$ cat src/rtl/uart_tx_hs_pkg.sv
package uart_tx_hs_pkg;

    // Default payload width and the frame it implies (start + data + parity + stop)
    localparam int WORD_W = 8;

    typedef enum logic [1:0] {
        ST_IDLE = 2'd0,
        ST_WAIT = 2'd1,
        ST_SEND = 2'd2
    } tx_state_e;

    // Datapath commands issued by the controller for one cycle
    typedef struct packed {
        logic hold_ld;   // capture host bus into holding register
        logic shift_ld;  // load frame into shift register
        logic shift_en;  // advance line by one bit
        logic cnt_inc;   // count one transmitted bit
        logic cnt_clr;   // restart bit counter
    } tx_cmd_t;

    localparam tx_cmd_t CMD_NONE = '{default: 1'b0};

    // Frame length for a payload width
    function automatic int frame_len(input int w);
        return w + 3;
    endfunction

endpackage

$ cat src/rtl/uart_tx_hold.sv
// Holding register for the byte handed over by the host
module uart_tx_hold #(
    parameter int DATA_W = 8
) (
    input  logic              clk,
    input  logic              rst,
    input  logic              load,
    input  logic [DATA_W-1:0] din,
    output logic [DATA_W-1:0] q
);
    always_ff @(posedge clk) begin
        if (rst) begin
            q <= '0;
        end else if (load) begin
            q <= din;
        end
    end
endmodule

$ cat src/rtl/uart_tx_bitcnt.sv
// Counts bit periods of the frame in flight
module uart_tx_bitcnt #(
    parameter int FRAME_W = 11,
    localparam int CNT_W = $clog2(FRAME_W)
) (
    input  logic             clk,
    input  logic             rst,
    input  logic             clr,
    input  logic             inc,
    output logic [CNT_W-1:0] cnt,
    output logic             last
);
    localparam logic [CNT_W-1:0] LAST_IDX = CNT_W'(FRAME_W - 1);

    always_ff @(posedge clk) begin
        if (rst || clr) begin
            cnt <= '0;
        end else if (inc) begin
            cnt <= cnt + 1'b1;
        end
    end

    // The last index is the stop bit's period
    assign last = (cnt == LAST_IDX);
endmodule

$ cat src/rtl/uart_tx_shifter.sv
// Frame shift register: loads start/data/parity/stop, shifts toward bit 0,
// refilling the top with the line's resting level.
module uart_tx_shifter #(
    parameter int DATA_W = 8,
    localparam int FRAME_W = DATA_W + 3
) (
    input  logic                                clk,
    input  logic                                rst,
    input  uart_tx_hs_pkg::tx_cmd_t             cmd,
    input  logic [DATA_W-1:0]                   din,
    output logic [FRAME_W-1:0]                  sreg,
    output logic                                ser
);
    logic par_bit;
    logic [FRAME_W-1:0] frame_img;

    // Even parity: XOR of the payload
    assign par_bit   = ^din;
    assign frame_img = {1'b1, par_bit, din, 1'b0};

    always_ff @(posedge clk) begin
        if (rst) begin
            sreg <= '1;
        end else if (cmd.shift_ld) begin
            sreg <= frame_img;
        end else if (cmd.shift_en) begin
            sreg <= {1'b1, sreg[FRAME_W-1:1]};
        end
    end

    assign ser = sreg[0];
endmodule

$ cat src/rtl/uart_tx_ctrl.sv
// Three-state handshake and framing controller
module uart_tx_ctrl
    import uart_tx_hs_pkg::*;
(
    input  logic      clk,
    input  logic      rst,
    input  logic      byte_ready,
    input  logic      xmit_byte,
    input  logic      baud_tick,
    input  logic      cnt_last,
    output tx_cmd_t   cmd,
    output tx_state_e state
);
    tx_state_e nxt;

    always_comb begin
        nxt = state;
        cmd = CMD_NONE;
        unique case (state)
            ST_IDLE: begin
                if (byte_ready) begin
                    cmd.hold_ld = 1'b1;
                    nxt         = ST_WAIT;
                end
            end
            ST_WAIT: begin
                if (xmit_byte) begin
                    cmd.shift_ld = 1'b1;
                    cmd.cnt_clr  = 1'b1;
                    nxt          = ST_SEND;
                end
            end
            ST_SEND: begin
                if (baud_tick) begin
                    if (cnt_last) begin
                        cmd.cnt_clr = 1'b1;
                        nxt         = ST_IDLE;
                    end else begin
                        cmd.shift_en = 1'b1;
                        cmd.cnt_inc  = 1'b1;
                    end
                end
            end
            default: nxt = ST_IDLE;
        endcase
    end

    always_ff @(posedge clk) begin
        if (rst) begin
            state <= ST_IDLE;
        end else begin
            state <= nxt;
        end
    end
endmodule

$ cat src/rtl/uart_tx_hs.sv
// Top: serial byte transmitter with two-step host handshake
module uart_tx_hs
    import uart_tx_hs_pkg::*;
#(
    parameter int DATA_W = WORD_W,
    localparam int FRAME_W = DATA_W + 3,
    localparam int CNT_W = $clog2(FRAME_W)
) (
    input  logic              clk,
    input  logic              rst,
    input  logic              baud_tick,
    input  logic [DATA_W-1:0] data_in,
    input  logic              byte_ready,
    input  logic              xmit_byte,
    output logic              tx_out,
    output logic              busy
);
    tx_cmd_t            cmd;
    tx_state_e          st;
    logic [DATA_W-1:0]  hold_q;
    logic [FRAME_W-1:0] sreg;
    logic [CNT_W-1:0]   cnt;
    logic               cnt_last;

    uart_tx_ctrl u_ctrl (
        .clk        (clk),
        .rst        (rst),
        .byte_ready (byte_ready),
        .xmit_byte  (xmit_byte),
        .baud_tick  (baud_tick),
        .cnt_last   (cnt_last),
        .cmd        (cmd),
        .state      (st)
    );

    uart_tx_hold #(.DATA_W(DATA_W)) u_hold (
        .clk  (clk),
        .rst  (rst),
        .load (cmd.hold_ld),
        .din  (data_in),
        .q    (hold_q)
    );

    uart_tx_shifter #(.DATA_W(DATA_W)) u_shift (
        .clk  (clk),
        .rst  (rst),
        .cmd  (cmd),
        .din  (hold_q),
        .sreg (sreg),
        .ser  (tx_out)
    );

    uart_tx_bitcnt #(.FRAME_W(FRAME_W)) u_cnt (
        .clk  (clk),
        .rst  (rst),
        .clr  (cmd.cnt_clr),
        .inc  (cmd.cnt_inc),
        .cnt  (cnt),
        .last (cnt_last)
    );

    assign busy = (st != ST_IDLE);
endmodule

$ cat config.mk
export PLATFORM = sky130hd
export DESIGN_NAME = uart_tx_hs
export DESIGN_NICKNAME = d
export VERILOG_FILES = /design/src/rtl/uart_tx_hs_pkg.sv /design/src/rtl/uart_tx_hold.sv /design/src/rtl/uart_tx_bitcnt.sv /design/src/rtl/uart_tx_shifter.sv /design/src/rtl/uart_tx_ctrl.sv /design/src/rtl/uart_tx_hs.sv
export SDC_FILE = /design/constraint.sdc
export NUM_CORES = 1
export LEC_CHECK = 0
export CORE_MARGIN = 3
export CORE_UTILIZATION = 30
export DETAILED_ROUTE_END_ITERATION = 12
export DONT_BUFFER_PORTS = 1
export GPL_TIMING_DRIVEN = 0
export SLEW_MARGIN = 25
export SYNTH_ARGS = -nofsm -noshare
export SYNTH_HDL_FRONTEND = slang
export SYNTH_SLANG_ARGS = --single-unit
$ cat constraint.sdc
create_clock -name clk -period 3.25 [get_ports clk]
set_input_delay 0.325 -clock clk [delete_from_list [all_inputs] [get_ports clk]]
set_output_delay 0.325 -clock clk [all_outputs]
set_load 0.02 [all_outputs]
After elaboration in Yosys (flattened, before gate mapping):

Cells that the tools add are included.

* output and inout port bits: 2
* bits in registers: 24
* input bits: 13

* $add $sub $neg: 1
* mux-type cells: 16
* equal/unequal tests: 7
* reductions and logical operators: 6

Operators with widths (number)
* $mux W10: 2
* $mux W2: 6
* $ne A2 B2 Y1 const B: 4
* $reduce_xor A8 Y1: 1
* $pmux W2 S3: 1
* $mux W1: 5
* $add A4 B1 Y4 const B: 1
* $eq A4 B4 Y1 const B: 1
* $reduce_and A4 Y1: 1
* $reduce_bool A2 Y1: 2
* $mux W3: 1
* $eq A2 B1 Y1 const B: 1
* $eq A2 B2 Y1 const B: 1
* $logic_not A2 Y1: 1
* $pmux W1 S2: 1
* $logic_or A1 B1 Y1: 1

Logic depth before layout (Yosys ltp):

Gate-level depths: netlist of the first run.

* depth after elaboration: 6
* mapped depth: 7
* mapped depth without buffers: 6

Cells and area by module:

Synthesis of the first run repeated with hierarchy kept, for this count alone.

* cells, all modules: 125
* area total of the unflattened synthesis: 1283.7 um^2

By module, submodules not included
* uart_tx_shifter: times used 1, area an instance 521.8 um^2, cells an instance 51
* uart_tx_hold: times used 1, area an instance 285.3 um^2, cells an instance 26
* uart_tx_ctrl: times used 1, area an instance 270.3 um^2, cells an instance 27
* uart_tx_bitcnt: times used 1, area an instance 200.2 um^2, cells an instance 20
* uart_tx_hs: times used 1, area an instance 6.3 um^2, cells an instance 1

Least setup slack after synthesis of the first run:

No wires, ideal clock.

* path type: reg-to-reg
* start point: register u_cnt.cnt[0]
* end point: register u_shift.sreg[0]
* data required time: 3.136 ns
* clock period less this slack: 1.654 ns
* slack: 1.596 ns
* cell stages (with the launch flop): 8
* arrival: 1.540 ns
* setup time: 0.114 ns
* path through: dfxtp_1 inv_1 ha_1 and3b_1 buf_2 nor2_4 mux2_1 a21o_1

* word-level cells in the longest chain between the ends: 5

RTL lines
* start, declared: line uart_tx_bitcnt.sv:10 `output logic [CNT_W-1:0] cnt,`
* start signal, assigned: line uart_tx_bitcnt.sv:19 `cnt <= cnt + 1'b1;`
* $eq A4 B4 Y1: line uart_tx_bitcnt.sv:24 `assign last = (cnt == LAST_IDX);`
* $mux W2: line uart_tx_ctrl.sv:35 `if (cnt_last) begin`
* $mux W3: line uart_tx_ctrl.sv:34 `if (baud_tick) begin`
* $mux W2: line uart_tx_ctrl.sv:19 `unique case (state)`
* $reduce_bool A2 Y1 (no line)
* end signal, assigned: line uart_tx_shifter.sv:25 `sreg <= frame_img;`
* end signal, assigned: line uart_tx_shifter.sv:27 `sreg <= {1'b1, sreg[FRAME_W-1:1]};`
* end, declared: line uart_tx_shifter.sv:11 `output logic [FRAME_W-1:0] sreg,`

Every way passes these cells.
A chain may end at the register's enable or synchronous reset.

Worst setup path after layout of the first run:

Same ends and word-level chain as after synthesis.

==> results of run 1 <==
## registers in the layout, indices dropped and copies added, names as in the netlist
name / flops
u_shift.sreg: 10
u_hold.q: 8
u_cnt.cnt: 4
u_ctrl.state: 2
## final cells by class
type / count / share of cell area [%]
tap: 48 / 4.49
clock buffer: 4 / 4.12
buffer: 9 / 3.55
inverter: 6 / 1.68
multi-input combinational: 109 / 50.2
sequential: 24 / 35.9
## layer usage
| metal | share of wire (%) | wire length, um | up-vias |
|---|---|---|---|
| li1 | - | - | 513 |
| met1 | 46 | 1110 | 455 |
| met2 | 45 | 1090 | 32 |
| met3 | 6.4 | 154 | 6 |
| met4 | 1.9 | 46 | 0 |
| met5 | 0 | 0 | - |
## cells by family after synthesis
group	after synthesis
AO/OA/AOI/OAI	38
multiplexers	3
flip-flops	24
XOR/XNOR	10
AND/OR/NAND/NOR	51
buffers and inverters	15
adder cells (fa/ha/maj)	7
## final timing paths
check / startpoint / to / slack (ns) / cells past startpoint
min: data_in[1] / u_hold.q[1] / 0.19 / 2
max: u_cnt.cnt[0] / u_shift.sreg[0] / 1.45 / 7
min reg2reg: u_hold.q[7] / u_hold.q[7] / 0.49 / 2
max reg2reg: u_cnt.cnt[0] / u_shift.sreg[0] / 1.45 / 7
## through the flow
| step | area, sq um | cells | setup slack [ns] | hold slack [ns] |
|---|---|---|---|---|
| floorplan | 1220 | 148 | 1.60 | 0.462 |
| global placement | 1280 | 196 | 1.49 | 0.478 |
| detailed placement | 1280 | 196 | 1.46 | 0.481 |
| CTS | 1340 | 200 | 1.44 | 0.189 |
| global route | 1340 | 200 | 1.32 | 0.197 |
| finish | 1340 | 200 | 1.45 | 0.192 |
## power by group through the flow
stage,clock network [mW],registers (mW),logic [mW]
finish,0.204,0.419,0.337
detailed placement,0,0.427,0.338
global placement,0,0.421,0.324
floorplan,0,0.413,0.283
CTS,0.211,0.420,0.342
global route,0.220,0.430,0.387
## cells in the mapped netlist, drive strengths merged, types with 2 or more instances
| library cell | instances | area, sq um |
|---|---|---|
| ha | 7 | 87.6 |
| a21oi | 16 | 80.1 |
| a21o | 2 | 15.0 |
| dfxtp | 24 | 480 |
| nor2 | 17 | 71.3 |
| clkbuf | 5 | 18.8 |
| xnor2 | 8 | 70.1 |
| nand2 | 12 | 45.0 |
| buf | 4 | 28.8 |
| nand3 | 17 | 85.1 |
| xor2 | 2 | 17.5 |
| o21ai | 9 | 45.0 |
| o21bai | 8 | 60.1 |
| mux2i | 2 | 20.0 |
| inv | 6 | 22.5 |
## cells in the final DEF (no fill, tap or decap), drive strengths merged
master,count
dfxtp,24
nand3,17
nor2,17
a21oi,16
nand2,12
o21ai,9
clkbuf,9
xnor2,8
o21bai,8
ha,7
inv,6
buf,4
a21o,2
xor2,2
mux2i,2
nand3b,1
and2,1
and3b,1
a211oi,1
a32oi,1
mux2,1
nand4b,1
a222oi,1
nand4,1
==> out/metrics.csv, run 1 <==
stage,metric,value,unit
final_layout,area of all sequential standard cells,480,sq um
yosys,yosys warns,0,
routing,Vias,1006,
die,die width,69.8,um
yosys,fraction of the yosys area taken by sequential cells,39.3,%
grt,vias in the first global route,1003,
yosys,"Cell Area, Synth",1220,sq um
worst_setup_path,Crit path largest cell delay,0.40,ns
placement,count of buffers from port buffering,0,
sta,RSZ-0062 raised after global routing,false,
final_layout,area of combinational cells with multiple inputs,672,sq um
die,vertical die dimension,69.8,um
power_and_ir_drop,switching power,343,uW
final_layout,layout cells sized above 1,5.92,%
die,count of standard-cell rows,22,
power_and_ir_drop,total power after layout,961,uW
final_layout,area growth from synthesis to layout,9.42,%
routing,via count normalized by instance count,5.03,
final_layout,ant diodes,0,
yosys,"synthesized-area fraction occupied by ao, oa, aoi and oai cells",18.5,%
power_and_ir_drop,switching portion of total power,35.7,%
hold_path,worst min-delay path category,input pin to register,
clock_tree,CTS Sinks,24,
sta,post-layout min period,1.80,ns
yosys,count of cell types in the netlist,27,
sta,fin. max-slew vios,0,
sta,final worst path period share,55.5,%
die,ports placed on the boundary,15,
power_and_ir_drop,Combinational Power Share,35.1,%
yosys,Post-synth top flop,sky130_fd_sc_hd__dfxtp_1,
power_and_ir_drop,proportion of power drawn by flip-flops and latches,43.6,%
grt,met1 layer usage reported by global route,12.6,%
placement,routability congestion estimate from global placement,0.728,
power_and_ir_drop,leakage power total,0.544,nW
worst_setup_path,Worst Setup End Kind,register,
routing,routed wire length,2.40,mm
final_layout,number of fill cells,406,
yosys,adder and majority gate portion of the synthesized area,7.16,%
worst_setup_path,Critical Path RT,3.42,ns
job,max-cap violations,0,
grt,most used routing layer in global routing,met2,
yosys,Syn Area/Cell,8.26,sq um
sta,worst slew margin relative to its limit,66.8,%
yosys,synthesized net count,168,
yosys,mux share of post-synthesis cell area,2.56,%
worst_setup_path,critical path start-end classification,register to register,
worst_setup_path,crit path buf inv count,2,
yosys,share of flip-flops with an asynchronous set or reset,0,%
sta,final hold violation count,0,
yosys,count of flip-flops with a built-in enable after synthesis,0,
yosys,count of mapped cells out of synthesis,148,
sta,total negative slack for setup checks,0,ns
worst_setup_path,largest driver fanout on the critical path,9,
grt,global-route usage over all layers,10.7,%
yosys,XOR/XNOR share of the synthesized area,7.16,%
clock_tree,post-CTS setup repair buffer count,0,
sta,highest clock rate,555,MHz
clock_tree,clock slew at the register clock pins of the worst setup and hold paths,0.09,ns
final_layout,utilization after layout,35.2,%
final_layout,net count reported at finish,173,
worst_setup_path,slowest cell on the critical path,sky130_fd_sc_hd__dfxtp_1,
yosys,largest family of logic cells by synthesized area,simple AND/OR/NAND/NOR gates,
grt,global routing usage on met3,2.32,%
sta,setup-violating endpoint count in the final report,0,
grt,Congestion Overflow GR,0,
grt,met2 track demand over resource,18.2,%
clock_tree,buffer depth of the longest clock path,2,
yosys,number of flip-flops and latches in the synthesized netlist,24,
placement,half-perimeter wire length of the detailed placement result,1.81,mm
clock_tree,number of buffers inserted for hold repair after clock tree synthesis,0,
clock_tree,Post-CTS Resized,0,
routing,1st-iter DRT viols,39,
status,run status,"finished, final reports clean",
die,effective utilization at floorplan,32.2,%
sta,Setup Skew,0.00361,ns
grt,first-pass GRT wire length,4.29,mm
clock_tree,Num CTS Buffers,3,
routing,drt pass-1 iters,4,
clock_tree,root cell of the clock tree,sky130_fd_sc_hd__clkbuf_8,
clock_tree,clock latency reported for the late side of the worst-skew pair,0.27,ns
power_and_ir_drop,ratio of total power to cell area,718,nW/um^2
clock_tree,clock tree from TritonCTS,done,
power_and_ir_drop,internal portion of total power,618,uW
routing,post-DR wirelength/cell,12.0,um
die,Core ar.,3800,sq um
die,DIE AREA,4880,sq um
worst_setup_path,cell chain of the critical path,inv_1 > ha_1 > and3b_1 > buf_2 > nor2_4 > mux2_1 > a21o_1,
grt,number of antenna violations at the first check in global routing,0,
power_and_ir_drop,maximum vdd ir drop,0.346,mV
worst_setup_path,critical path startpoint category,register,
routing,ANT nets after route,0,
sta,Worst-Margin Slew,0.498,ns
routing,DRC viols,0,
yosys,"post-synthesis share of cell area spent on and, or, nand and nor gates",19.5,%
worst_setup_path,"delay-heaviest family, CP",flip-flops,
clock_tree,CTS HTree Levels,1,
worst_setup_path,data arrival time at the worst-slack endpoint,1.97,ns
grt,maximum number of pins on one net before global-route repair,14,
power_and_ir_drop,clock network fraction of total power,21.3,%
(Power assumes the default switching activity.)
==> inputs of run 2 (changes only) <==
==> constraint.sdc (replaced) <==
create_clock -name clk -period 1.8 [get_ports clk]
set_input_delay 0.18 -clock clk [delete_from_list [all_inputs] [get_ports clk]]
set_output_delay 0.18 -clock clk [all_outputs]
set_load 0.02 [all_outputs]
==> out/metrics.csv, run 2 (synthesized netlist as in run 1, its figures left out) <==
stage,metric,value,unit,change
status,run status,"finished, final reports clean",,unchanged
final_layout,"flip-flop count of the largest register, all copies and words added",10,,unchanged
die,count of standard-cell rows,22,,unchanged
worst_setup_path,data arrival time at the worst-slack endpoint,1.89,ns,was 1.97 ns
die,Core ar.,3800,sq um,unchanged
final_layout,register with the most flip-flops,u_shift.sreg,,unchanged
sta,final worst path period share,95.9,%,was 55.5%
sta,highest clock rate,579,MHz,was 555 MHz
routing,via count normalized by instance count,4.99,,was 5.03
sta,Worst-Margin Slew,0.397,ns,was 0.498 ns
clock_tree,CTS Sinks,24,,unchanged
routing,1st-iter DRT viols,37,,was 39
hold_path,number of cells on the worst hold path,2,,unchanged
worst_setup_path,critical path startpoint category,register,,unchanged
worst_setup_path,Crit path largest cell delay,0.37,ns,was 0.40 ns
power_and_ir_drop,leakage power total,0.562,nW,was 0.544 nW
routing,DRC viols,0,,unchanged
job,max-cap violations,0,,unchanged
clock_tree,Num CTS Buffers,3,,unchanged
grt,global-route usage over all layers,10.7,%,unchanged
grt,first-pass GRT wire length,4.29,mm,unchanged
final_layout,number of fill cells,407,,was 406
sta,fin. max-slew vios,0,,unchanged
sta,Setup Skew,0.00134,ns,was 0.00361 ns
die,ports placed on the boundary,15,,unchanged
worst_setup_path,logic depth of the worst register-to-register path,7,,unchanged
routing,post-DR wirelength/cell,12.1,um,was 12.0 um
grt,maximum number of pins on one net before global-route repair,14,,unchanged
power_and_ir_drop,ratio of total power to cell area,1290,nW/um^2,was 718 nW/um^2
sta,setup-violating endpoint count in the final report,0,,unchanged
sta,RSZ-0062 raised after global routing,false,,unchanged
hold_path,worst min-delay path category,input pin to register,,unchanged
grt,vias in the first global route,1003,,unchanged
sta,total negative slack for setup checks,0,ns,unchanged
worst_setup_path,cell chain of the critical path,inv_1 > ha_1 > and3b_1 > buf_2 > nor2_4 > mux2_1 > a21o_1,,unchanged
placement,routability congestion estimate from global placement,0.728,,unchanged
clock_tree,clock tree from TritonCTS,done,,unchanged
power_and_ir_drop,maximum vdd ir drop,0.625,mV,was 0.346 mV
placement,count of buffers from port buffering,0,,unchanged
die,effective utilization at floorplan,32.2,%,unchanged
worst_setup_path,Worst Setup End Kind,register,,unchanged
grt,number of antenna violations at the first check in global routing,0,,unchanged
clock_tree,clock latency reported for the late side of the worst-skew pair,0.26,ns,was 0.27 ns
die,vertical die dimension,69.8,um,unchanged
worst_setup_path,largest driver fanout on the critical path,9,,unchanged
clock_tree,CTS HTree Levels,1,,unchanged
worst_setup_path,Critical Path RT,1.97,ns,was 3.42 ns
final_layout,layout cells sized above 1,9.68,%,was 5.92%
routing,routed wire length,2.46,mm,was 2.40 mm
sta,final hold violation count,0,,unchanged
clock_tree,clock slew at the register clock pins of the worst setup and hold paths,0.08,ns,was 0.09 ns
clock_tree,root cell of the clock tree,sky130_fd_sc_hd__clkbuf_8,,unchanged
routing,drt pass-1 iters,4,,unchanged
die,DIE AREA,4880,sq um,unchanged
sta,Min Hold Slack,0.0501,ns,was 0.192 ns
clock_tree,number of buffers inserted for hold repair after clock tree synthesis,0,,unchanged
final_layout,ant diodes,0,,unchanged
worst_setup_path,slowest cell on the critical path,sky130_fd_sc_hd__dfxtp_2,,was sky130_fd_sc_hd__dfxtp_1
sta,worst slew margin relative to its limit,73.5,%,was 66.8%
worst_setup_path,critical path start-end classification,register to register,,unchanged
final_layout,net count reported at finish,176,,was 173
die,die width,69.8,um,unchanged
grt,Congestion Overflow GR,0,,unchanged
routing,ANT nets after route,0,,unchanged
final_layout,area growth from synthesis to layout,11.7,%,was 9.42%
routing,Vias,1012,,"was 1,006"
placement,half-perimeter wire length of the detailed placement result,1.81,mm,unchanged
clock_tree,buffer depth of the longest clock path,2,,unchanged
final_layout,most common library cell in the layout ignoring fill and taps,sky130_fd_sc_hd__dfxtp_1,,unchanged
final_layout,leading registers by flop count,"u_shift.sreg: 10 flops, u_hold.q: 8 flops, u_cnt.cnt: 4 flops",,unchanged
sta,post-layout min period,1.73,ns,was 1.80 ns
final_layout,"commonest non-fill, non-tap cells in the layout","23 x sky130_fd_sc_hd__dfxtp_1, 17 x sky130_fd_sc_hd__nand3_1, 16 x sky130_fd_sc_hd__nor2_1, 16 x sky130_fd_sc_hd__a21oi_1, 11 x sky130_fd_sc_hd__nand2_1",,"was 24 x sky130_fd_sc_hd__dfxtp_1, 17 x sky130_fd_sc_hd__nand3_1, 16 x sky130_fd_sc_hd__nor2_1, 16 x sky130_fd_sc_hd__a21oi_1, 12 x sky130_fd_sc_hd__nand2_1"
run 2: cell types whose count changed in the layout (fill, tap and decap cells not counted), sizes merged:
cell,before,now
buf,4,7
run 2: layout make-up:
type / instances / area (sq um) / share of cell area (%)
Clock buffer: 4 / 55.1 / 4.03
Timing Repair Buffer: 3 / 22.5 / 1.65
Inverter: 6 / 22.5 / 1.65
Multi-Input combinational cell: 109 / 674 / 49.4
Buffer: 9 / 48.8 / 3.57
Sequential cell: 24 / 482 / 35.3
Tap cell: 48 / 60.1 / 4.40
run 2: power breakdown:
part | switching, mW | total [mW] | internal, mW
combinational | 0.355 | 0.641 | 0.286
sequential | 0.0982 | 0.758 | 0.660
clock | 0.170 | 0.366 | 0.195
run 2: path summary, 6_finish.rpt:
path | from | endpoint | slack, ns
worst min register to register | u_hold.q[7] | u_hold.q[7] | 0.49
worst max-delay path | u_cnt.cnt[0] | u_shift.sreg[0] | 0.07
worst max register to register | u_cnt.cnt[0] | u_shift.sreg[0] | 0.07
worst min-delay path | data_in[1] | u_hold.q[1] | 0.05
run 2: routing by layer:
layer  wire [um]  share of wire, %  track usage (%)
met1        1160                47             12.6
met2        1140                46             18.2
met3         110               4.5             2.32
met4          46               1.9             5.11
met5           0                 0                0
run 2: repair_timing:
action / CTS / global route
gates resized for setup: 1 / 3
gates cloned: 0 / 0
pin swaps: 0 / 2
endpoints found under the setup margin: 1 / 12
setup buffers: 0 / 3
run 2: worst max-delay path, delay by kind of cell, from the launching register on:
kind | cells | cell delay, ns
compound gates | 1 | 0.17
flops | 1 | 0.37
fa+ha+maj | 1 | 0.23
buf+inv | 2 | 0.22
simple gates | 2 | 0.30
mux | 1 | 0.34
run 2: per-stage QoR:
step	setup slack, ns	total power, mW	util (%)	instance area [sq um]	cells
global route	0.00496	1.91	35.9	1370	203
detailed placement	0.00521	1.38	33.8	1280	196
CTS	0.0161	1.76	35.2	1340	200
finish	0.0742	1.76	35.9	1370	203
global placement	0.0397	1.35	33.8	1280	196
floorplan	0.146	1.26	-	1220	148
